<file path="src/rtl/cfgk_pkg.sv">
package cfgk_pkg;

    localparam int          NUM_PROT  = 6;
    localparam logic [7:0]  KEY_ADDR  = 8'h1F;
    localparam logic [7:0]  CODE_OSC  = 8'hA1;
    localparam logic [7:0]  CODE_SYS  = 8'h9D;

    localparam int IDX_OSC    = 0;
    localparam int IDX_THRESH = 2;
    localparam int IDX_BKUP   = 4;

    typedef logic [7:0] byte_t;

    function automatic byte_t prot_addr(input int idx);
        case (idx)
            0:       return 8'h1C;
            1:       return 8'h20;
            2:       return 8'h21;
            3:       return 8'h26;
            4:       return 8'h27;
            default: return 8'h30;
        endcase
    endfunction

    function automatic byte_t prot_code(input int idx);
        return (idx == IDX_OSC) ? CODE_OSC : CODE_SYS;
    endfunction

    function automatic byte_t prot_rst(input int idx);
        case (idx)
            IDX_THRESH: return 8'hF0;
            IDX_BKUP:   return 8'h80;
            default:    return 8'h00;
        endcase
    endfunction

    typedef struct packed {
        byte_t key;
    } key_state_t;

    typedef struct packed {
        byte_t rdata;
    } rd_state_t;

endpackage

</file>
<file path="src/rtl/cfgk_key_unit.sv">
module cfgk_key_unit
    import cfgk_pkg::*;
#(
    parameter int NP = NUM_PROT
) (
    input  logic          clk,
    input  logic          rst_n,
    input  logic          wr,
    input  logic [7:0]    addr,
    input  logic [7:0]    wdata,
    output logic [NP-1:0] grant,
    output logic [7:0]    key_val
);

    key_state_t st_d, st_q;
    logic [NP-1:0] hit;

    for (genvar i = 0; i < NP; i++) begin : g_cmp
        assign hit[i]   = wr && (addr == prot_addr(i));
        assign grant[i] = hit[i] && (st_q.key == prot_code(i));
    end

    always_comb begin
        st_d = st_q;
        if (wr && addr == KEY_ADDR) begin
            if (wdata == CODE_OSC || wdata == CODE_SYS)
                st_d.key = wdata;
            else
                st_d.key = 8'h00;
        end else if (|grant) begin
            st_d.key = 8'h00;
        end
    end

    always_ff @(posedge clk or negedge rst_n) begin
        if (!rst_n) st_q <= '0;
        else        st_q <= st_d;
    end

    assign key_val = st_q.key;

endmodule

</file>
<file path="src/rtl/cfgk_prot_bank.sv">
module cfgk_prot_bank
    import cfgk_pkg::*;
#(
    parameter int NP = NUM_PROT
) (
    input  logic                clk,
    input  logic                rst_n,
    input  logic [NP-1:0]       grant,
    input  logic [7:0]          wdata,
    output logic [NP-1:0][7:0]  regs
);

    logic [NP-1:0][7:0] regs_d, regs_q;

    for (genvar i = 0; i < NP; i++) begin : g_reg
        always_comb begin
            regs_d[i] = regs_q[i];
            if (grant[i]) regs_d[i] = wdata;
        end

        always_ff @(posedge clk or negedge rst_n) begin
            if (!rst_n) regs_q[i] <= prot_rst(i);
            else        regs_q[i] <= regs_d[i];
        end
    end

    assign regs = regs_q;

endmodule

</file>
<file path="src/rtl/cfgk_plain_bank.sv">
module cfgk_plain_bank #(
    parameter int NUM_PLAIN = 16
) (
    input  logic                       clk,
    input  logic                       rst_n,
    input  logic                       wr,
    input  logic [7:0]                 addr,
    input  logic [7:0]                 wdata,
    output logic [NUM_PLAIN-1:0][7:0]  regs
);

    logic [NUM_PLAIN-1:0][7:0] regs_d, regs_q;

    for (genvar i = 0; i < NUM_PLAIN; i++) begin : g_reg
        always_comb begin
            regs_d[i] = regs_q[i];
            if (wr && addr == 8'(i)) regs_d[i] = wdata;
        end

        always_ff @(posedge clk or negedge rst_n) begin
            if (!rst_n) regs_q[i] <= 8'h00;
            else        regs_q[i] <= regs_d[i];
        end
    end

    assign regs = regs_q;

endmodule

</file>
<file path="src/rtl/cfgk_regfile.sv">
module cfgk_regfile
    import cfgk_pkg::*;
#(
    parameter int NUM_PLAIN = 16
) (
    input  logic       clk,
    input  logic       rst_n,
    input  logic [7:0] bus_addr,
    input  logic [7:0] bus_wdata,
    input  logic       bus_wr,
    input  logic       bus_rd,
    output logic [7:0] bus_rdata,
    output logic       osc_rc_autoswitch,
    output logic [3:0] sw_threshold,
    output logic       backup_bus_en
);

    logic [NUM_PROT-1:0]        grant;
    logic [7:0]                 key_val;
    logic [NUM_PROT-1:0][7:0]   prot_regs;
    logic [NUM_PLAIN-1:0][7:0]  plain_regs;
    logic [7:0]                 rd_val;
    rd_state_t                  rd_d, rd_q;

    cfgk_key_unit #(.NP(NUM_PROT)) i_key (
        .clk     (clk),
        .rst_n   (rst_n),
        .wr      (bus_wr),
        .addr    (bus_addr),
        .wdata   (bus_wdata),
        .grant   (grant),
        .key_val (key_val)
    );

    cfgk_prot_bank #(.NP(NUM_PROT)) i_prot (
        .clk   (clk),
        .rst_n (rst_n),
        .grant (grant),
        .wdata (bus_wdata),
        .regs  (prot_regs)
    );

    cfgk_plain_bank #(.NUM_PLAIN(NUM_PLAIN)) i_plain (
        .clk   (clk),
        .rst_n (rst_n),
        .wr    (bus_wr),
        .addr  (bus_addr),
        .wdata (bus_wdata),
        .regs  (plain_regs)
    );

    always_comb begin
        rd_val = 8'h00;
        for (int i = 0; i < NUM_PLAIN; i++)
            if (bus_addr == 8'(i)) rd_val = plain_regs[i];
        for (int j = 0; j < NUM_PROT; j++)
            if (bus_addr == prot_addr(j)) rd_val = prot_regs[j];
    end

    always_comb begin
        rd_d = rd_q;
        if (bus_rd) rd_d.rdata = rd_val;
    end

    always_ff @(posedge clk or negedge rst_n) begin
        if (!rst_n) rd_q <= '0;
        else        rd_q <= rd_d;
    end

    assign bus_rdata         = rd_q.rdata;
    assign osc_rc_autoswitch = prot_regs[IDX_OSC][4];
    assign sw_threshold      = prot_regs[IDX_THRESH][7:4];
    assign backup_bus_en     = prot_regs[IDX_BKUP][7];

endmodule

</file>
<file path="config.mk">
export PLATFORM = sky130hd
export DESIGN_NAME = cfgk_regfile
export DESIGN_NICKNAME = d
export VERILOG_FILES = /design/src/rtl/cfgk_pkg.sv /design/src/rtl/cfgk_key_unit.sv /design/src/rtl/cfgk_prot_bank.sv /design/src/rtl/cfgk_plain_bank.sv /design/src/rtl/cfgk_regfile.sv
export SDC_FILE = /design/constraint.sdc
export NUM_CORES = 1
export LEC_CHECK = 0
export BUFFER_PORTS_ARGS = -buffer_cell sky130_fd_sc_hd__buf_2
export CAP_MARGIN = 20
export CORE_AREA = 10 10 177 179
export DETAILED_ROUTE_END_ITERATION = 10
export DIE_AREA = 0 0 187 189
export HOLD_SLACK_MARGIN = 0.06
export SKIP_CTS_REPAIR_TIMING = 1
export SYNTH_ARGS = -nofsm -noshare
export SYNTH_HDL_FRONTEND = slang
export SYNTH_SLANG_ARGS = --single-unit
export TNS_END_PERCENT = 10
</file>
<file path="constraint.sdc">
create_clock -name clk -period 2.5 [get_ports clk]
set_input_delay 0.75 -clock clk [delete_from_list [all_inputs] [get_ports clk]]
set_output_delay 0.75 -clock clk [all_outputs]
set_load 0.005 [all_outputs]
</file>
==> summary.txt, run 1 <==
Pwr
  • Peak supply drop: between 0.0004 and 0.0005 V
  • Cell Pwr Density: between 500 and 600 mW/mm2
  • Design Power: between 6 and 7 mW
  • Leak: around 5.8 nW

STA
  • Slack of the critical path: around 17 ps
  • Peak Freq: 403 MHz
  • Final Hold Viols: 0
  • Tcrit/Tclk final: between 90% and 100%
  • Final setup vio count: 0
  • Worst Tran Pin Value: ~500 ps
  • Final Skew: about 10 ps
  • RSZ-0062 raised after global routing: yes
  • Max-slew violation count: 0
  • Max-slew headroom: around two thirds
  • Final Critical Period: 2480 ps

Worst setup path
  • Arrival time worst endpoint: approximately 2800 ps
  • R2r endpoint: bus_rdata[4]$_DFFE_PN0P_
  • Reg2Reg Depth: 7
  • CP Class: in -> reg
  • R2R Setup Slk: 420 ps
  • Crit path max fanout: 13
  • Critical Path End Type: flop
  • Critical Path Start Type: primary input
  • R2r startpoint: i_plain.regs[4]$_DFFE_PN0P_
  • Req. time, crit path: between 2000 and 3000 ps

Floorplanning
  • Initial Util: 34.7%
  • Core Area: roughly 0.028 mm2
  • Die H: about 190 um
  • FP Rows: 61
  • DIE WIDTH: between 150 and 200 um
  • Die area: 0.0353 mm2
  • IO Pins: 34

Job
  • Max-cap viol count: 0

Run status
  • Status: finished, final reports clean

Route
  • Wire length on met3: around 1600 um
  • M1 WL: about 14000 um
  • Detailed Route WL: between 20000 and 30000 um
  • Iter 0 DRT Violations: 595
  • Detail Route Antenna Nets: 0
  • First-pass DRT Iterations: 5
  • DR vias/cell: roughly 5.4
  • WL met2: around 14000 um
  • DR WL/cell: about 21 um
  • DRC viols: 0
  • Vias: about 7600
  • DR top layer: met4

Yosys
  • Post-synthesis net count: roughly 860
  • Ys Warns: 0
  • Unique masters post-synth: 70
  • Post-synth top cells: dfrtp_1, mux2_2, nand2_1
  • Cell accounting for the most synthesized area: dfrtp_1
  • Count of state elements after synthesis: approximately 190
  • Synth top area cells: dfrtp_1, mux2_2, nand2_1
  • Post-Syn Area: 0.00960 mm2
  • Mean post-synth cell area: 11.5 um2
  • Register area share after synthesis: 50.1%
  • Synth Instances: 836
  • Top cell type's share of synthesized area: around half
  • Count leader, synth: dfrtp_1
  • Post-synth EDFFs: 0
  • Synth Flop Type: dfrtp_1
  • Async SR Flop Fraction: between 90% and 100%

Finish
  • ANT cells: 0
  • Area occupied by registers: between 0.004 and 0.005 mm2
  • Multi-input gate area: around 0.0045 mm2
  • Fillers: ~2600
  • Synth-to-layout area growth: 25.6%
  • Proportion of layout cells with a drive suffix above 1: ~44%
  • Final Cell Area: approximately 0.012 mm2
  • Final Non-Filler Cells: approximately 1400
  • Final nets: between 1000 and 1500

CTS
  • Clock transition at the registers of the reported paths: ~80 ps
  • CTS tree: done
  • H-tree depth: 4
  • Clock Latency Late Sink: between 400 and 500 ps
  • CTS root buffer: clkbuf_16
  • CTS Buf Count: 17
  • Clock buffer depth: 2
  • Clock net sink count: about 190

Placement
  • Post-Place Cells: approximately 1400
  • Post-DP HPWL: 22100 um
  • Setup WS pre-CTS: -543 ps
  • Gpl congestion: 0.917
  • Port bufs: 33
  • DP Area: approximately 0.011 mm2

Global routing
  • Pin count of the biggest net entering global routing: 56
  • Remaining Overflow, GRT: 0
  • First-pass GRT wire length: about 47000 um
  • GRT Overall Usage: 17.0%
  • Initial antenna violation count: 0
  • Vias in the first global route: slightly below 8000

Hold path
  • Worst hold path class: in -> async
-- layer usage --
| metal | vias to the layer above | GRT usage (%) |
|---|---|---|
| met2 | 214 | 27.3 |
| met4 | 0 | 4.78 |
| met3 | 50 | 3.18 |
| met5 | - | 0 |
| li1 | 3438 | - |
| met1 | 3870 | 22.9 |
-- how the worst max path moves through the flow --
stage | startpoint | end | slack (ps) | cells past startpoint
floorplan | bus_addr[4] | i_plain.regs[112]$_DFFE_PN0P_ | -80 | 6
global placement | bus_addr[4] | bus_rdata[4]$_DFFE_PN0P_ | -490 | 9
detailed placement | bus_addr[4] | bus_rdata[4]$_DFFE_PN0P_ | -540 | 8
CTS | bus_addr[4] | bus_rdata[4]$_DFFE_PN0P_ | -90 | 8
global route | bus_addr[6] | bus_rdata[4]$_DFFE_PN0P_ | -90 | 9
finish | bus_addr[6] | bus_rdata[4]$_DFFE_PN0P_ | 20 | 9
-- flip-flops by register name, indices dropped and copies added (netlist names) --
| register | cells |
|---|---|
| i_key.key_val | 8 |
| i_plain.regs | 128 |
| i_prot.regs | 48 |
| bus_rdata | 8 |
-- report_power, final --
group	internal, mW	switching [mW]
clock	1.43	1.36
combinational	0.309	0.413
sequential	3.21	0.0633
total	4.95	1.83
-- cell type report --
class | count | share of cell area, %
tap | 378 | 3.93
timing repair buffer | 213 | 13.4
sequential | 192 | 39.9
multi-input combinational | 572 | 37.5
inverter | 12 | 0.374
clock inverter | 15 | 1.39
clock buffer | 17 | 3.53
-- cell usage in the layout (no fill, tap or decap), types with 10 or more instances in the layout --
cell | netlist | routed
nand2_1 | 66 | 66
o22ai_1 | 18 | 18
a221oi_1 | 10 | 10
dfrtp_1 | 187 | 187
inv_1 | 10 | 10
nor3_1 | 13 | 13
a21oi_1 | 21 | 21
buf_4 | 4 | 173
mux2_2 | 175 | 175
nand3_1 | 10 | 10
a211oi_1 | 10 | 10
buf_2 | 10 | 32
o21ai_0 | 44 | 44
nor2_1 | 40 | 39
clkbuf_16 | 0 | 17
mux2i_1 | 21 | 21
-- metrics by stage --
stage	utilization, %	hold WS (ps)	setup TNS (ps)
6_report	43.6	288	0
5_1_grt	43.6	303	-89.5
4_1_cts	43.5	295	-92.8
3_5_place_dp	41.4	462	-26510
3_3_place_gp	41.4	459	-28020
2_1_floorplan	-	443	-2990
-- logic make-up (layout without fill, tap and decap cells) --
family,Yosys count,count (layout),synth area share (%)
DFF,192,192,50.1
and+or+nand+nor,209,209,11.7
muxes,198,198,23.2
buffers and inverters,72,257,3.26
AOI/OAI and AO/OA,165,165,11.7
-- worst max-delay path: stages --
cell and delay (ps):
buf_2 110, or4_4 650, buf_12 200, nor2_4 130
o22ai_1 100, a2111oi_2 390, buf_4 170, o31ai_1 70
a211oi_1 250
No activity file was read; power rests on OpenSTA's default activity.
==> inputs of run 2 (changes only) <==
--- a/config.mk
+++ b/config.mk
@@ -11,6 +11,7 @@
 export DETAILED_ROUTE_END_ITERATION = 10
 export DIE_AREA = 0 0 187 189
 export HOLD_SLACK_MARGIN = 0.06
+export SETUP_SLACK_MARGIN = 0.1
 export SKIP_CTS_REPAIR_TIMING = 1
 export SYNTH_ARGS = -nofsm -noshare
 export SYNTH_HDL_FRONTEND = slang
==> run 2 against run 1 <==
Net effect: core utilization up 0.63 points; clock skew about the same; cell area up 1.4%; highest routed layer unchanged; maximum frequency up 0.84%; power down 0.35%; largest power group unchanged.
==> summary.txt, run 2 (same netlist as run 1, synthesis figures left out) <==
Floorplanning
  • IO Pins: 34 (unchanged)
  • Die area: 0.0353 mm2 (unchanged)
  • DIE WIDTH: 187 um (unchanged)
  • Core Area: 0.0276 mm2 (unchanged)
  • Die H: 189 um (unchanged)
  • Initial Util: 34.7% (unchanged)
  • FP Rows: 61 (unchanged)

Pwr
  • Leak: 5.79 nW (was 5.75 nW)
  • Cell Pwr Density: 553 mW/mm2 (was 563 mW/mm2)
  • Peak supply drop: 0.000422 V (was 0.000437 V)

Worst setup path
  • R2r endpoint: bus_rdata[4]$_DFFE_PN0P_ (unchanged)
  • R2R Setup Slk: 370 ps (was 420 ps)
  • Arrival time worst endpoint: 2840 ps (was 2820 ps)
  • Critical Path End Type: flop (unchanged)
  • CP Class: in -> reg (unchanged)
  • Req. time, crit path: 2880 ps (was 2830 ps)
  • Critical Path Start Type: primary input (unchanged)
  • Reg2Reg Depth: 7 (unchanged)
  • Crit path max fanout: 5 (was 13)
  • R2r startpoint: i_plain.regs[4]$_DFFE_PN0P_ (unchanged)

Route
  • DR WL/cell: 21.6 um (was 21.3 um)
  • Vias: 7675 (was 7572)
  • Detailed Route WL: 30300 um (was 29800 um)
  • Iter 0 DRT Violations: 651 (was 595)
  • DR vias/cell: 5.48 (was 5.41)
  • Detail Route Antenna Nets: 0 (unchanged)
  • DRC viols: 0 (unchanged)
  • First-pass DRT Iterations: 5 (unchanged)

CTS
  • H-tree depth: 4 (unchanged)
  • CTS root buffer: clkbuf_16 (unchanged)
  • CTS Buf Count: 17 (unchanged)
  • Clock Latency Late Sink: 440 ps (about the same)
  • Clock buffer depth: 2 (unchanged)
  • Clock net sink count: 192 (unchanged)
  • Clock transition at the registers of the reported paths: 80 ps (about the same)
  • CTS tree: done (unchanged)

Placement
  • Post-DP HPWL: 22300 um (was 22100 um)
  • Gpl congestion: 0.982 (was 0.917)
  • Port bufs: 33 (unchanged)
  • Post-Place Cells: 1368 (was 1367)
  • DP Area: 0.0115 mm2 (was 0.0114 mm2)

STA
  • Final setup vio count: 0 (unchanged)
  • Worst Tran Pin Value: 639 ps (was 498 ps)
  • Final Skew: 10.0 ps (was 9.98 ps)
  • RSZ-0062 raised after global routing: yes (unchanged)
  • Final hold slack: 202 ps (was 288 ps)
  • Final Hold Viols: 0 (unchanged)
  • Setup_tns: 0 ps (unchanged)
  • Max-slew headroom: 56.9% (was 66.8%)
  • Max-slew violation count: 0 (unchanged)
  • Tcrit/Tclk final: 98.5% (was 99.3%)
  • Peak Freq: 406 MHz (was 403 MHz)
  • Final Critical Period: 2460 ps (was 2480 ps)

Global routing
  • Vias in the first global route: 7763 (was 7791)
  • Remaining Overflow, GRT: 0 (unchanged)
  • Pin count of the biggest net entering global routing: 79 (was 56)
  • Initial antenna violation count: 0 (unchanged)
  • First-pass GRT wire length: 46200 um (was 46800 um)
  • GRT Overall Usage: 16.9% (was 17.0%)

Finish
  • Max reg flops: 128 (unchanged)
  • Final nets: 1030 (was 1028)
  • Layout Utilization: 44.2% (was 43.6%)
  • Proportion of layout cells with a drive suffix above 1: 46.3% (was 44.4%)
  • Commonest non-fill, non-tap cell in the layout: dfrtp_1 (unchanged)
  • Final Cell Area: 0.0122 mm2 (was 0.0120 mm2)
  • Commonest cells after routing, fill and taps aside: dfrtp_1, mux2_2, buf_4 (unchanged)
  • Synth-to-layout area growth: 27.4% (was 25.6%)
  • ANT cells: 0 (unchanged)
  • Final Non-Filler Cells: 1401 (was 1399)

Job
  • Max-cap viol count: 0 (unchanged)

Run status
  • Status: finished, final reports clean (unchanged)

Hold path
  • Worst hold path class: in -> async (unchanged)
run 2: cell count changes in the layout (fill, tap and decap cells not counted), moves of 4 or more:
cell and change:
buf_12 +4, nor2_1 -8, nor2_4 +4, a211oi_2 +4, nor2_2 +4, buf_4 -4, a211oi_1 -4
run 2: through the flow:
step | setup slack, ps | total power [mW]
detailed placement | -547 | 4.06
floorplan | -63.4 | 3.65
finish | 37.7 | 6.76
global placement | -364 | 4.05
global route | 9.62 | 6.99
CTS | -89.1 | 6.79
run 2: worst max path at each step:
stage,from,endpoint,slack (ps),cells after the start
floorplan,bus_addr[4],bus_rdata[4]$_DFFE_PN0P_,-60,8
global placement,bus_addr[4],bus_rdata[4]$_DFFE_PN0P_,-360,8
detailed placement,bus_addr[4],bus_rdata[4]$_DFFE_PN0P_,-550,8
CTS,bus_addr[4],bus_rdata[4]$_DFFE_PN0P_,-90,8
global route,bus_addr[6],bus_rdata[4]$_DFFE_PN0P_,10,9
finish,bus_addr[6],bus_rdata[7]$_DFFE_PN0P_,40,7
run 2: cell type report:
cell class / instances / area (um2)
Clock inverter: 14 / 145
Tap cell: 378 / 473
Clock buffer: 18 / 429
Multi-Input combinational cell: 573 / 4640
Sequential cell: 192 / 4810
Fill cell: 2632 / 15400
Inverter: 12 / 45.0
Timing Repair Buffer: 214 / 1680
run 2: routing by layer:
| layer | vias up | track usage, % | routed length (um) |
|---|---|---|---|
| met5 | - | 0 | 0 |
| met4 | 0 | 7.29 | 1060 |
| met3 | 60 | 3.40 | 1740 |
| met2 | 288 | 26.9 | 14000 |
| met1 | 3882 | 21.9 | 13500 |
| li1 | 3445 | - | - |
run 2: report_power, final:
group | switching (mW) | leakage, nW | internal (mW)
Sequential | 0.0646 | 2.61 | 3.22
Clock | 1.32 | 0.278 | 1.41
Combinational | 0.429 | 2.90 | 0.313
Total | 1.82 | 5.79 | 4.94
run 2: critical path, stage by stage:
cell      delay (ps)
buf_4            140
or4_4            630
or2_4            310
o32ai_1          350
o221ai_1         230
a221oi_2         280
o22a_1           150
